`config.mk`:
```
export PLATFORM = sky130hd
export DESIGN_NAME = sdram_cmd_seq
export DESIGN_NICKNAME = d
export VERILOG_FILES = /design/src/rtl/sdram_seq_pkg.sv /design/src/rtl/sdram_addr_split.sv /design/src/rtl/sdram_refresh_timer.sv /design/src/rtl/sdram_cmd_engine.sv /design/src/rtl/sdram_cmd_seq.sv
export SDC_FILE = /design/constraint.sdc
export NUM_CORES = 1
export LEC_CHECK = 0
export BUFFER_PORTS_ARGS = -buffer_cell sky130_fd_sc_hd__buf_2
export CAP_MARGIN = 20
export CORE_UTILIZATION = 60
export CTS_BUF_LIST = sky130_fd_sc_hd__clkbuf_8
export DETAILED_ROUTE_END_ITERATION = 10
export PLACE_DENSITY = 0.86
export SYNTH_ARGS = -nofsm -noshare
export SYNTH_HDL_FRONTEND = slang
export SYNTH_HIERARCHICAL = 1
export SYNTH_SLANG_ARGS = --single-unit
```
`constraint.sdc`:
```
create_clock -name clk -period 7.8 [get_ports clk]
set_input_delay 2.34 -clock clk [delete_from_list [all_inputs] [get_ports clk]]
set_output_delay 2.34 -clock clk [all_outputs]
set_load 0.01 [all_outputs]
```
`src/rtl/sdram_seq_pkg.sv`:
```
package sdram_seq_pkg;

  typedef enum logic [3:0] {
    CMD_MRS = 4'b0000,
    CMD_REF = 4'b0001,
    CMD_PRE = 4'b0010,
    CMD_ACT = 4'b0011,
    CMD_WR  = 4'b0100,
    CMD_RD  = 4'b0101,
    CMD_NOP = 4'b0111
  } sd_cmd_e;

  typedef enum logic [1:0] {
    MODE_NORMAL = 2'd0,
    MODE_PALL   = 2'd1,
    MODE_AREF   = 2'd2,
    MODE_LMR    = 2'd3
  } seq_mode_e;

  typedef enum logic [1:0] {
    ST_IDLE,
    ST_TRCD,
    ST_HOLD,
    ST_WAIT
  } eng_state_e;

  localparam int TMRD_CYC = 3;
  localparam int AP_BIT   = 10;

endpackage

```
`src/rtl/sdram_addr_split.sv`:
```
module sdram_addr_split #(
  parameter int ADDR_W = 28,
  parameter int SA_W   = 13,
  parameter int BA_W   = 2
) (
  input  logic [ADDR_W-1:0] byte_addr,
  input  logic              dbw16,
  input  logic [1:0]        col_code,
  input  logic [1:0]        row_code,
  input  logic              bank_code,
  output logic [SA_W-1:0]   row,
  output logic [SA_W-1:0]   col,
  output logic [BA_W-1:0]   bank,
  output logic [SA_W-1:0]   word_sa,
  output logic [BA_W-1:0]   word_ba
);
  localparam int COL_BASE = 8;
  localparam int ROW_BASE = 11;

  logic [ADDR_W-1:0] word, after_col, after_row;
  logic [4:0]        col_n, row_n, bank_n;

  always_comb begin
    word      = dbw16 ? (byte_addr >> 1) : (byte_addr >> 2);
    col_n     = 5'(COL_BASE) + 5'(col_code);
    row_n     = 5'(ROW_BASE) + 5'(row_code);
    bank_n    = 5'd1 + 5'(bank_code);
    after_col = word >> col_n;
    after_row = after_col >> row_n;
    col       = SA_W'(word & ~({ADDR_W{1'b1}} << col_n));
    row       = SA_W'(after_col & ~({ADDR_W{1'b1}} << row_n));
    bank      = BA_W'(after_row & ~({ADDR_W{1'b1}} << bank_n));
    word_sa   = SA_W'(word);
    word_ba   = BA_W'(word >> SA_W);
  end
endmodule

```
`src/rtl/sdram_refresh_timer.sv`:
```
module sdram_refresh_timer #(
  parameter int REF_W = 16
) (
  input  logic             clk,
  input  logic             rst,
  input  logic             run,
  input  logic [REF_W-1:0] interval,
  input  logic             take,
  output logic             pend
);
  logic [REF_W-1:0] ctr;
  logic             expire;

  assign expire = run && (ctr == '0);

  always_ff @(posedge clk) begin
    if (rst) begin
      ctr  <= '0;
      pend <= 1'b0;
    end else begin
      if (!run || expire) ctr <= interval - 1'b1;
      else                ctr <= ctr - 1'b1;
      if (!run)        pend <= 1'b0;
      else if (expire) pend <= 1'b1;
      else if (take)   pend <= 1'b0;
    end
  end

  // a refresh can only fall due while the timer runs
  assert_pend_needs_run_R9: assert property (@(posedge clk) disable iff (rst)
    $rose(pend) |-> $past(run));
endmodule

```
`src/rtl/sdram_cmd_engine.sv`:
```
module sdram_cmd_engine
  import sdram_seq_pkg::*;
#(
  parameter int SA_W = 13,
  parameter int BA_W = 2,
  parameter int T_W  = 4
) (
  input  logic            clk,
  input  logic            rst,
  input  seq_mode_e       mode,
  input  logic            req_valid,
  input  logic            req_write,
  input  logic [SA_W-1:0] row,
  input  logic [SA_W-1:0] col,
  input  logic [BA_W-1:0] bank,
  input  logic [SA_W-1:0] word_sa,
  input  logic [BA_W-1:0] word_ba,
  input  logic [T_W-1:0]  trcd,
  input  logic [T_W-1:0]  tras,
  input  logic [T_W-1:0]  twr,
  input  logic [T_W-1:0]  trp,
  input  logic [T_W-1:0]  trc,
  input  logic            ref_pend,
  output logic            req_ready,
  output logic            ref_take,
  output sd_cmd_e         cmd_q,
  output logic [SA_W-1:0] sa_q,
  output logic [BA_W-1:0] ba_q
);
  localparam logic [SA_W-1:0] AP_MASK = SA_W'(1) << AP_BIT;

  eng_state_e      st;
  logic [T_W-1:0]  cnt, ras_left, rc_left;
  logic [SA_W-1:0] col_h;
  logic [BA_W-1:0] ba_h;
  logic            wr_h;

  assign req_ready = (st == ST_IDLE) && !ref_pend;
  assign ref_take  = (st == ST_IDLE) && ref_pend;

  always_ff @(posedge clk) begin
    if (rst) begin
      st       <= ST_IDLE;
      cnt      <= '0;
      ras_left <= '0;
      rc_left  <= '0;
      col_h    <= '0;
      ba_h     <= '0;
      wr_h     <= 1'b0;
      cmd_q    <= CMD_NOP;
      sa_q     <= '0;
      ba_q     <= '0;
    end else begin
      cmd_q <= CMD_NOP;
      if (ras_left != '0) ras_left <= ras_left - 1'b1;
      if (rc_left  != '0) rc_left  <= rc_left - 1'b1;
      unique case (st)
        ST_IDLE: begin
          if (ref_pend) begin
            cmd_q <= CMD_REF;
            cnt   <= trc - 1'b1;
            st    <= ST_WAIT;
          end else if (req_valid) begin
            unique case (mode)
              MODE_NORMAL: begin
                cmd_q    <= CMD_ACT;
                sa_q     <= row;
                ba_q     <= bank;
                ba_h     <= bank;
                col_h    <= col;
                wr_h     <= req_write;
                cnt      <= trcd - 1'b1;
                ras_left <= tras - 1'b1;
                rc_left  <= trc - 1'b1;
                st       <= ST_TRCD;
              end
              MODE_PALL: begin
                cmd_q <= CMD_PRE;
                sa_q  <= AP_MASK;
                ba_q  <= '0;
                cnt   <= trp - 1'b1;
                st    <= ST_WAIT;
              end
              MODE_AREF: begin
                cmd_q <= CMD_REF;
                cnt   <= trc - 1'b1;
                st    <= ST_WAIT;
              end
              default: begin
                cmd_q <= CMD_MRS;
                sa_q  <= word_sa;
                ba_q  <= word_ba;
                cnt   <= T_W'(TMRD_CYC - 1);
                st    <= ST_WAIT;
              end
            endcase
          end
        end
        ST_TRCD: begin
          if (cnt == '0) begin
            cmd_q <= wr_h ? CMD_WR : CMD_RD;
            sa_q  <= col_h & ~AP_MASK;
            ba_q  <= ba_h;
            cnt   <= wr_h ? (twr - 1'b1) : '0;
            st    <= ST_HOLD;
          end else begin
            cnt <= cnt - 1'b1;
          end
        end
        ST_HOLD: begin
          if (cnt == '0 && ras_left == '0) begin
            cmd_q <= CMD_PRE;
            sa_q  <= '0;
            ba_q  <= ba_h;
            cnt   <= trp - 1'b1;
            st    <= ST_WAIT;
          end else if (cnt != '0) begin
            cnt <= cnt - 1'b1;
          end
        end
        default: begin
          if (cnt == '0 && rc_left == '0) st <= ST_IDLE;
          else if (cnt != '0)             cnt <= cnt - 1'b1;
        end
      endcase
    end
  end

  // Clocks since the last ACTIVATE on the bus, saturating; checker state only
  logic [T_W:0] act_age;
  always_ff @(posedge clk) begin
    if (rst)                    act_age <= '0;
    else if (cmd_q == CMD_ACT)  act_age <= (T_W+1)'(1);
    else if (act_age != '1)     act_age <= act_age + 1'b1;
  end

  // column command lands exactly tRCD after its ACTIVATE
  assert_rw_after_trcd_R6: assert property (@(posedge clk) disable iff (rst)
    (cmd_q == CMD_RD || cmd_q == CMD_WR) |-> act_age == {1'b0, trcd});

  // single-bank precharge respects tRAS
  assert_pre_after_tras_R7: assert property (@(posedge clk) disable iff (rst)
    (cmd_q == CMD_PRE && !sa_q[AP_BIT]) |-> act_age >= {1'b0, tras});
endmodule

```
`src/rtl/sdram_cmd_seq.sv`:
```
module sdram_cmd_seq
  import sdram_seq_pkg::*;
#(
  parameter int ADDR_W = 28,
  parameter int SA_W   = 13,
  parameter int BA_W   = 2,
  parameter int T_W    = 4,
  parameter int REF_W  = 16
) (
  input  logic              clk,
  input  logic              rst,
  input  logic [1:0]        mode,
  input  logic [1:0]        cfg_col_code,
  input  logic [1:0]        cfg_row_code,
  input  logic              cfg_bank_code,
  input  logic              cfg_dbw16,
  input  logic [T_W-1:0]    cfg_trcd,
  input  logic [T_W-1:0]    cfg_tras,
  input  logic [T_W-1:0]    cfg_twr,
  input  logic [T_W-1:0]    cfg_trp,
  input  logic [T_W-1:0]    cfg_trc,
  input  logic [REF_W-1:0]  cfg_ref_interval,
  input  logic              req_valid,
  input  logic              req_write,
  input  logic [ADDR_W-1:0] req_addr,
  output logic              req_ready,
  output logic              sd_cs_n,
  output logic              sd_ras_n,
  output logic              sd_cas_n,
  output logic              sd_we_n,
  output logic [SA_W-1:0]   sd_addr,
  output logic [BA_W-1:0]   sd_ba
);
  seq_mode_e       mode_e;
  logic            run, ref_pend, ref_take;
  logic [SA_W-1:0] row, col, word_sa;
  logic [BA_W-1:0] bank, word_ba;
  sd_cmd_e         cmd_q;

  assign mode_e = seq_mode_e'(mode);
  assign run    = (mode_e == MODE_NORMAL);

  sdram_addr_split #(.ADDR_W(ADDR_W), .SA_W(SA_W), .BA_W(BA_W)) u_split (
    .byte_addr (req_addr),
    .dbw16     (cfg_dbw16),
    .col_code  (cfg_col_code),
    .row_code  (cfg_row_code),
    .bank_code (cfg_bank_code),
    .row       (row),
    .col       (col),
    .bank      (bank),
    .word_sa   (word_sa),
    .word_ba   (word_ba)
  );

  sdram_refresh_timer #(.REF_W(REF_W)) u_timer (
    .clk      (clk),
    .rst      (rst),
    .run      (run),
    .interval (cfg_ref_interval),
    .take     (ref_take),
    .pend     (ref_pend)
  );

  sdram_cmd_engine #(.SA_W(SA_W), .BA_W(BA_W), .T_W(T_W)) u_engine (
    .clk       (clk),
    .rst       (rst),
    .mode      (mode_e),
    .req_valid (req_valid),
    .req_write (req_write),
    .row       (row),
    .col       (col),
    .bank      (bank),
    .word_sa   (word_sa),
    .word_ba   (word_ba),
    .trcd      (cfg_trcd),
    .tras      (cfg_tras),
    .twr       (cfg_twr),
    .trp       (cfg_trp),
    .trc       (cfg_trc),
    .ref_pend  (ref_pend),
    .req_ready (req_ready),
    .ref_take  (ref_take),
    .cmd_q     (cmd_q),
    .sa_q      (sd_addr),
    .ba_q      (sd_ba)
  );

  assign {sd_cs_n, sd_ras_n, sd_cas_n, sd_we_n} = cmd_q;

  // an accepted access drives a command in the following clock
  assert_accept_issues_R2: assert property (@(posedge clk) disable iff (rst)
    (req_valid && req_ready) |=> (cmd_q != CMD_NOP));

  // a pending refresh is retired only by an AUTO-REFRESH on the bus
  assert_pend_retired_by_ref_R10: assert property (@(posedge clk) disable iff (rst)
    ($fell(ref_pend) && $past(run)) |-> (cmd_q == CMD_REF));
endmodule

```
Word-level counts from Yosys, hierarchy flattened --
Index checks and enable logic that the tools add are counted.
Cells by class: reduce and logical (&&, ||, !) cells 25, equal/unequal tests 11, bitwise gates (word level) 8, mux-type cells 49, $add $sub $neg 13, shifts and indexed selects 5
Operators with widths (number):
- $mux 4 | 20
- $pmux 13 s3 | 2
- $shl 28x5->13 const A | 2
- $mux 13 | 4
- $pmux 4 s3 | 3
- $sub 16x1->16 const B | 2
- $sub 4x1->4 const B | 8
- $shl 28x2->2 const A | 1
- $shr 27x5->28 | 1
- $shr 28x5->2 | 1
- $mux 27 | 1
- $and 13x13->13 | 2
- $not 13->13 | 2
- $pmux 2 s3 | 4
- $mux 2 | 10
- $logic_not 16->1 | 1
- $mux 16 | 1
- $reduce_bool 4->1 | 4
- $logic_not 4->1 | 3
- $add 4x2->5 const A | 2
- $reduce_and 4->1 | 2
- $ne 2x2->1 const B | 3
- $reduce_and 6->1 | 1
- $logic_and 1x1->1 | 5
- other kinds (18) | 26
Word-level totals: bits of input ports 76, output and inout bits 20, register bits after elaboration 66, word-level logic and storage cells 123

Depth between registers and ports, before layout --
word-level depth 8, mapped depth 13, depth with buffers taken out 11

Cells and area by module --
Netlist, hierarchy kept.
By module, submodules not included:
- sdram_cmd_engine | times used 1, sequential area each 940.9 µm², cells each 377, area an instance 2894.0 µm²
- sdram_refresh_timer | times used 1, sequential area each 340.3 µm², cells each 128, area an instance 1116.1 µm²
- sdram_addr_split | times used 1, sequential area each 0.0 µm², cells each 115, area an instance 953.4 µm²
- sdram_cmd_seq | times used 1, sequential area each 0.0 µm², cells each 1, area an instance 3.8 µm²

Worst setup path before layout --
No wires, ideal clock.
kind input to register, from input port mode[1], to register u_timer.ctr[12], cell stages on the path 12, arrival 4.797 ns, path slack 2.924 ns, buffers on the path 2, data required time 7.721 ns, library setup time 0.079 ns, cell sequence nor2_1 o21ai_4 buf_6 buf_6 mux2i_1 ha_1 nor3b_1 nand3_1 or3_1 nor3_1 xnor2_1 a211oi_2
On the way: word-level cells in the longest chain between the ends 4, elaborated cells on any way between the ends 5, classes of those cells 1 x mux; 4 x reduce/logical
RTL lines:
- from (decl) | RTL line sdram_cmd_seq.sv:12 | input logic [1:0] mode,
- $logic_not 2->1 * | RTL line sdram_cmd_seq.sv:41 | assign run = (mode_e == MODE_NORMAL);
- $logic_not 1->1 / $logic_and 1x1->1 (equally long branches) | RTL line sdram_refresh_timer.sv:21, sdram_refresh_timer.sv:14
- $logic_or 1x1->1 * | RTL line sdram_refresh_timer.sv:21 | if (!run || expire) ctr <= interval - 1'b1;
- $mux 16 * | RTL line sdram_refresh_timer.sv:21
- to (signal assigned) | RTL line sdram_refresh_timer.sv:21
- to (signal assigned) | RTL line sdram_refresh_timer.sv:22 | else ctr <= ctr - 1'b1;
- to (decl) | RTL line sdram_refresh_timer.sv:11 | logic [REF_W-1:0] ctr;
Every way passes the cells marked *; elsewhere a longest branch is shown, timed or not. A chain may end at the register's enable or synchronous reset.

Final worst setup path --
from input port mode[1], to register u_timer.ctr[12]
On the way: word-level cells in the longest chain between the ends 4, elaborated cells on any way between the ends 5, classes of those cells 1 x mux; 4 x reduce/logical
RTL lines:
- $logic_not 2->1 * | RTL line sdram_cmd_seq.sv:41
- net run | RTL line sdram_cmd_seq.sv:35 | logic run, ref_pend, ref_take;
- $logic_not 1->1 / $logic_and 1x1->1 (equally long branches) | RTL line sdram_refresh_timer.sv:21, sdram_refresh_timer.sv:14
- $logic_or 1x1->1 * | RTL line sdram_refresh_timer.sv:21
- $mux 16 * | RTL line sdram_refresh_timer.sv:21
The timed path passes the listed nets; every way through them passes the cells marked *.

==> results.sh <==
export IMPL_cts_tree="built"
export IMPL_final_core_utilization_pct=70.5
export IMPL_power_density_mw_per_mm2=304
export IMPL_num_antenna_cells=0
export IMPL_globalRouteTotalUtil_pct=27.8
export IMPL_antenna_found_initial=0
export IMPL_critical_r2r_capture="u_timer/ctr[12]"
export IMPL_place_inst=770
export IMPL_max_clock_path_buffers=2
export IMPL_finalWorstPathRequiredPeriod_ns=5.21
export IMPL_floorplan_initialDensity_pct=63.2
export IMPL_critical_path_startpoint_type="input pin"
export IMPL_hpwlAfterDp_um=8480
export IMPL_synthesized_netlist_cell_count=620
export IMPL_tritoncts_num_buffers=9
export IMPL_pre_cts_slack_ns=2.28
export IMPL_timing_clock_skew_ns=0.00882
export IMPL_route_detailed_drc=0
export IMPL_viasPerCell=6.04
export IMPL_floorplan_core_area_sq_mm=0.00785
export IMPL_layout_area_overhead_vs_synth_pct=11.5
export IMPL_finalHoldWorstSlack_ns=0.458
export IMPL_required_ns=8.06
export IMPL_power_ir_vdd_worst_mv=0.144
export IMPL_yosys_warnings=6
export IMPL_period_share_pct=66.8
export IMPL_worst_setup_path_startpoint="mode[1]"
export IMPL_via_count=4750
export IMPL_final_setup_tns_ns=0
export IMPL_syn_area_per_cell_sq_um=8.00
export IMPL_critical_path_reg2reg_startpoint="u_timer/ctr[11]"
export IMPL_postLayoutCellArea_sq_mm=0.00553
export IMPL_timing_worst_setup_path_type="in -> reg"
export IMPL_floorplan_die_area_sq_mm=0.00864
export IMPL_worstPathArrival_ns=5.47
export IMPL_hp_start="u_engine/ba_h[0]"
export IMPL_worstRegToRegCells=11
export IMPL_reg2reg_slack_ns=3.51
export IMPL_max_clock_freq_mhz=192
export IMPL_p_total_mw=1.68
export IMPL_finalNetCount=772
export IMPL_path_clk_slew_ns=0.07
export IMPL_post_cts_hold_buffer_count=0
export IMPL_postCtsSetupRepairBufs=0
export IMPL_count_of_clock_tree_sinks=64
export IMPL_max_cap_viol_count=0
export IMPL_detailed_place_area_sq_mm=0.00529
export IMPL_hold_violations=0
export IMPL_detail_route_wirelength_um=11700
export IMPL_chip_width_um=92.9
export IMPL_buffer_ports_inserted=93
export IMPL_first_pass_iters=5
export IMPL_boundaryPins=96
export IMPL_setup_viol=0
export IMPL_insertion_delay_ns=0.35
export IMPL_final_antenna_net_count=0
export IMPL_grt_start_max_net_pins=61
export IMPL_p_leak_nw=2.34
export IMPL_overflow=0
export IMPL_final_cells=787
export IMPL_htree_levels=3
export IMPL_cts_root_buffer_cell="sky130_fd_sc_hd__clkbuf_8"
export IMPL_row_count=32
export IMPL_dr_first_iter_drc_count=296
export IMPL_critPathCaptureType="register"
export IMPL_maxSlewViolCount=0
export IMPL_run_status="finished, final reports clean"
export IMPL_grt_setup_unrepaired="no"
export IMPL_cts_resized=0
export IMPL_die_height_um=92.9
export IMPL_worst_slew_margin_rel_pct=36.5
export IMPL_tightest_slew_ns=0.949
export IMPL_grt_pass1_wl_um=19500
export IMPL_grt_pass1_vias=4430
export IMPL_place_gp_congestion=0.982
export IMPL_hold_class="reg -> reg"
export IMPL_wl_per_cell_um=14.8
export IMPL_timing_final_ws_setup_ns=2.59
export IMPL_worst_setup_path_endpoint="u_timer/ctr[12]"
export IMPL_post_synth_instance_area_sq_mm=0.00496
export IMPL_critical_path_max_fanout=28
export IMPL_drive_above_1_share_pct=22.8
per-layer routing:
metal  wire (um)  GRT usage, %
met3         758          5.75
met5           0             0
met1        5150          33.9
met4          93          6.92
met2        5670          49.4
placed cells by master, fill, tap and decap left out, types with 3 or more instances in the layout:
cell                       count
sky130_fd_sc_hd__mux4_2        7
sky130_fd_sc_hd__nor3_1       29
sky130_fd_sc_hd__or3_1        13
sky130_fd_sc_hd__nand3_1       9
sky130_fd_sc_hd__dfxtp_1      64
sky130_fd_sc_hd__inv_1        34
sky130_fd_sc_hd__conb_1        3
sky130_fd_sc_hd__o21ai_0      22
sky130_fd_sc_hd__o22ai_1       3
sky130_fd_sc_hd__nand2_1      57
sky130_fd_sc_hd__clkbuf_8      9
sky130_fd_sc_hd__a31oi_1       3
sky130_fd_sc_hd__nand2b_1      6
sky130_fd_sc_hd__ha_1         16
sky130_fd_sc_hd__a211oi_1     15
sky130_fd_sc_hd__a221oi_1      3
sky130_fd_sc_hd__mux2_2       18
sky130_fd_sc_hd__o31ai_1       4
sky130_fd_sc_hd__a22oi_1      11
sky130_fd_sc_hd__nor3b_1       9
sky130_fd_sc_hd__and3_1        4
sky130_fd_sc_hd__xnor2_1      18
sky130_fd_sc_hd__nor2b_1       5
sky130_fd_sc_hd__o21a_1        5
sky130_fd_sc_hd__nor2_1       63
sky130_fd_sc_hd__and2_1        4
sky130_fd_sc_hd__buf_2        93
sky130_fd_sc_hd__a21oi_1      52
sky130_fd_sc_hd__a211oi_2     10
sky130_fd_sc_hd__nand3b_1      5
sky130_fd_sc_hd__mux2i_1      36
sky130_fd_sc_hd__xor2_1       12
state kept, by name, indices dropped and copies added, names as in the netlist:
| register | cells |
|---|---|
| u_engine/cnt | 4 |
| u_engine/rc_left | 4 |
| u_engine/ras_left | 4 |
| u_engine/cmd_q | 3 |
| u_engine/st | 2 |
| u_timer/ctr | 16 |
| u_engine/ba_q | 2 |
| u_engine/wr_h | 1 |
| u_engine/sa_q | 13 |
| u_engine/col_h | 12 |
| u_engine/ba_h | 2 |
| u_timer/pend | 1 |
how the worst min path moves through the flow:
stage / cells after the start / to / slack (ns)
final: 2 / u_engine/ba_h[0] / 0.46
after global routing: 2 / u_engine/col_h[4] / 0.48
after CTS: 2 / u_engine/col_h[11] / 0.46
after detailed placement: 2 / u_engine/col_h[3] / 0.45
after global placement: 2 / u_engine/col_h[0] / 0.44
after floorplan: 2 / u_engine/ba_h[0] / 0.44
cell type report:
type                            count  area (sq um)
Sequential cell                    64          1280
Clock buffer                        9           124
Tap cell                          102           128
Clock inverter                      7          95.1
Inverter                           34           128
Fill cell                         638          2320
Timing Repair Buffer               96           508
Multi-Input combinational cell    475          3270
where the power goes:
| part | internal [mW] | total, mW | leakage, nW | switching, mW |
|---|---|---|---|---|
| Clock | 0.180 | 0.314 | 0.110 | 0.134 |
| Combinational | 0.376 | 0.898 | 1.70 | 0.522 |
| Sequential | 0.412 | 0.468 | 0.527 | 0.0559 |
| Total | 0.968 | 1.68 | 2.34 | 0.712 |
critical path: stages:
cell,delay (ns)
sky130_fd_sc_hd__buf_2,0.25
sky130_fd_sc_hd__nor2_1,0.46
sky130_fd_sc_hd__o21ai_4,0.34
sky130_fd_sc_hd__mux2i_1,0.28
sky130_fd_sc_hd__ha_1,0.24
sky130_fd_sc_hd__nor3b_1,0.40
sky130_fd_sc_hd__nand3_1,0.22
sky130_fd_sc_hd__or3_1,0.38
sky130_fd_sc_hd__nor3_1,0.19
sky130_fd_sc_hd__xnor2_1,0.11
sky130_fd_sc_hd__a211oi_2,0.23
No activity file was read; power rests on OpenSTA's default activity.
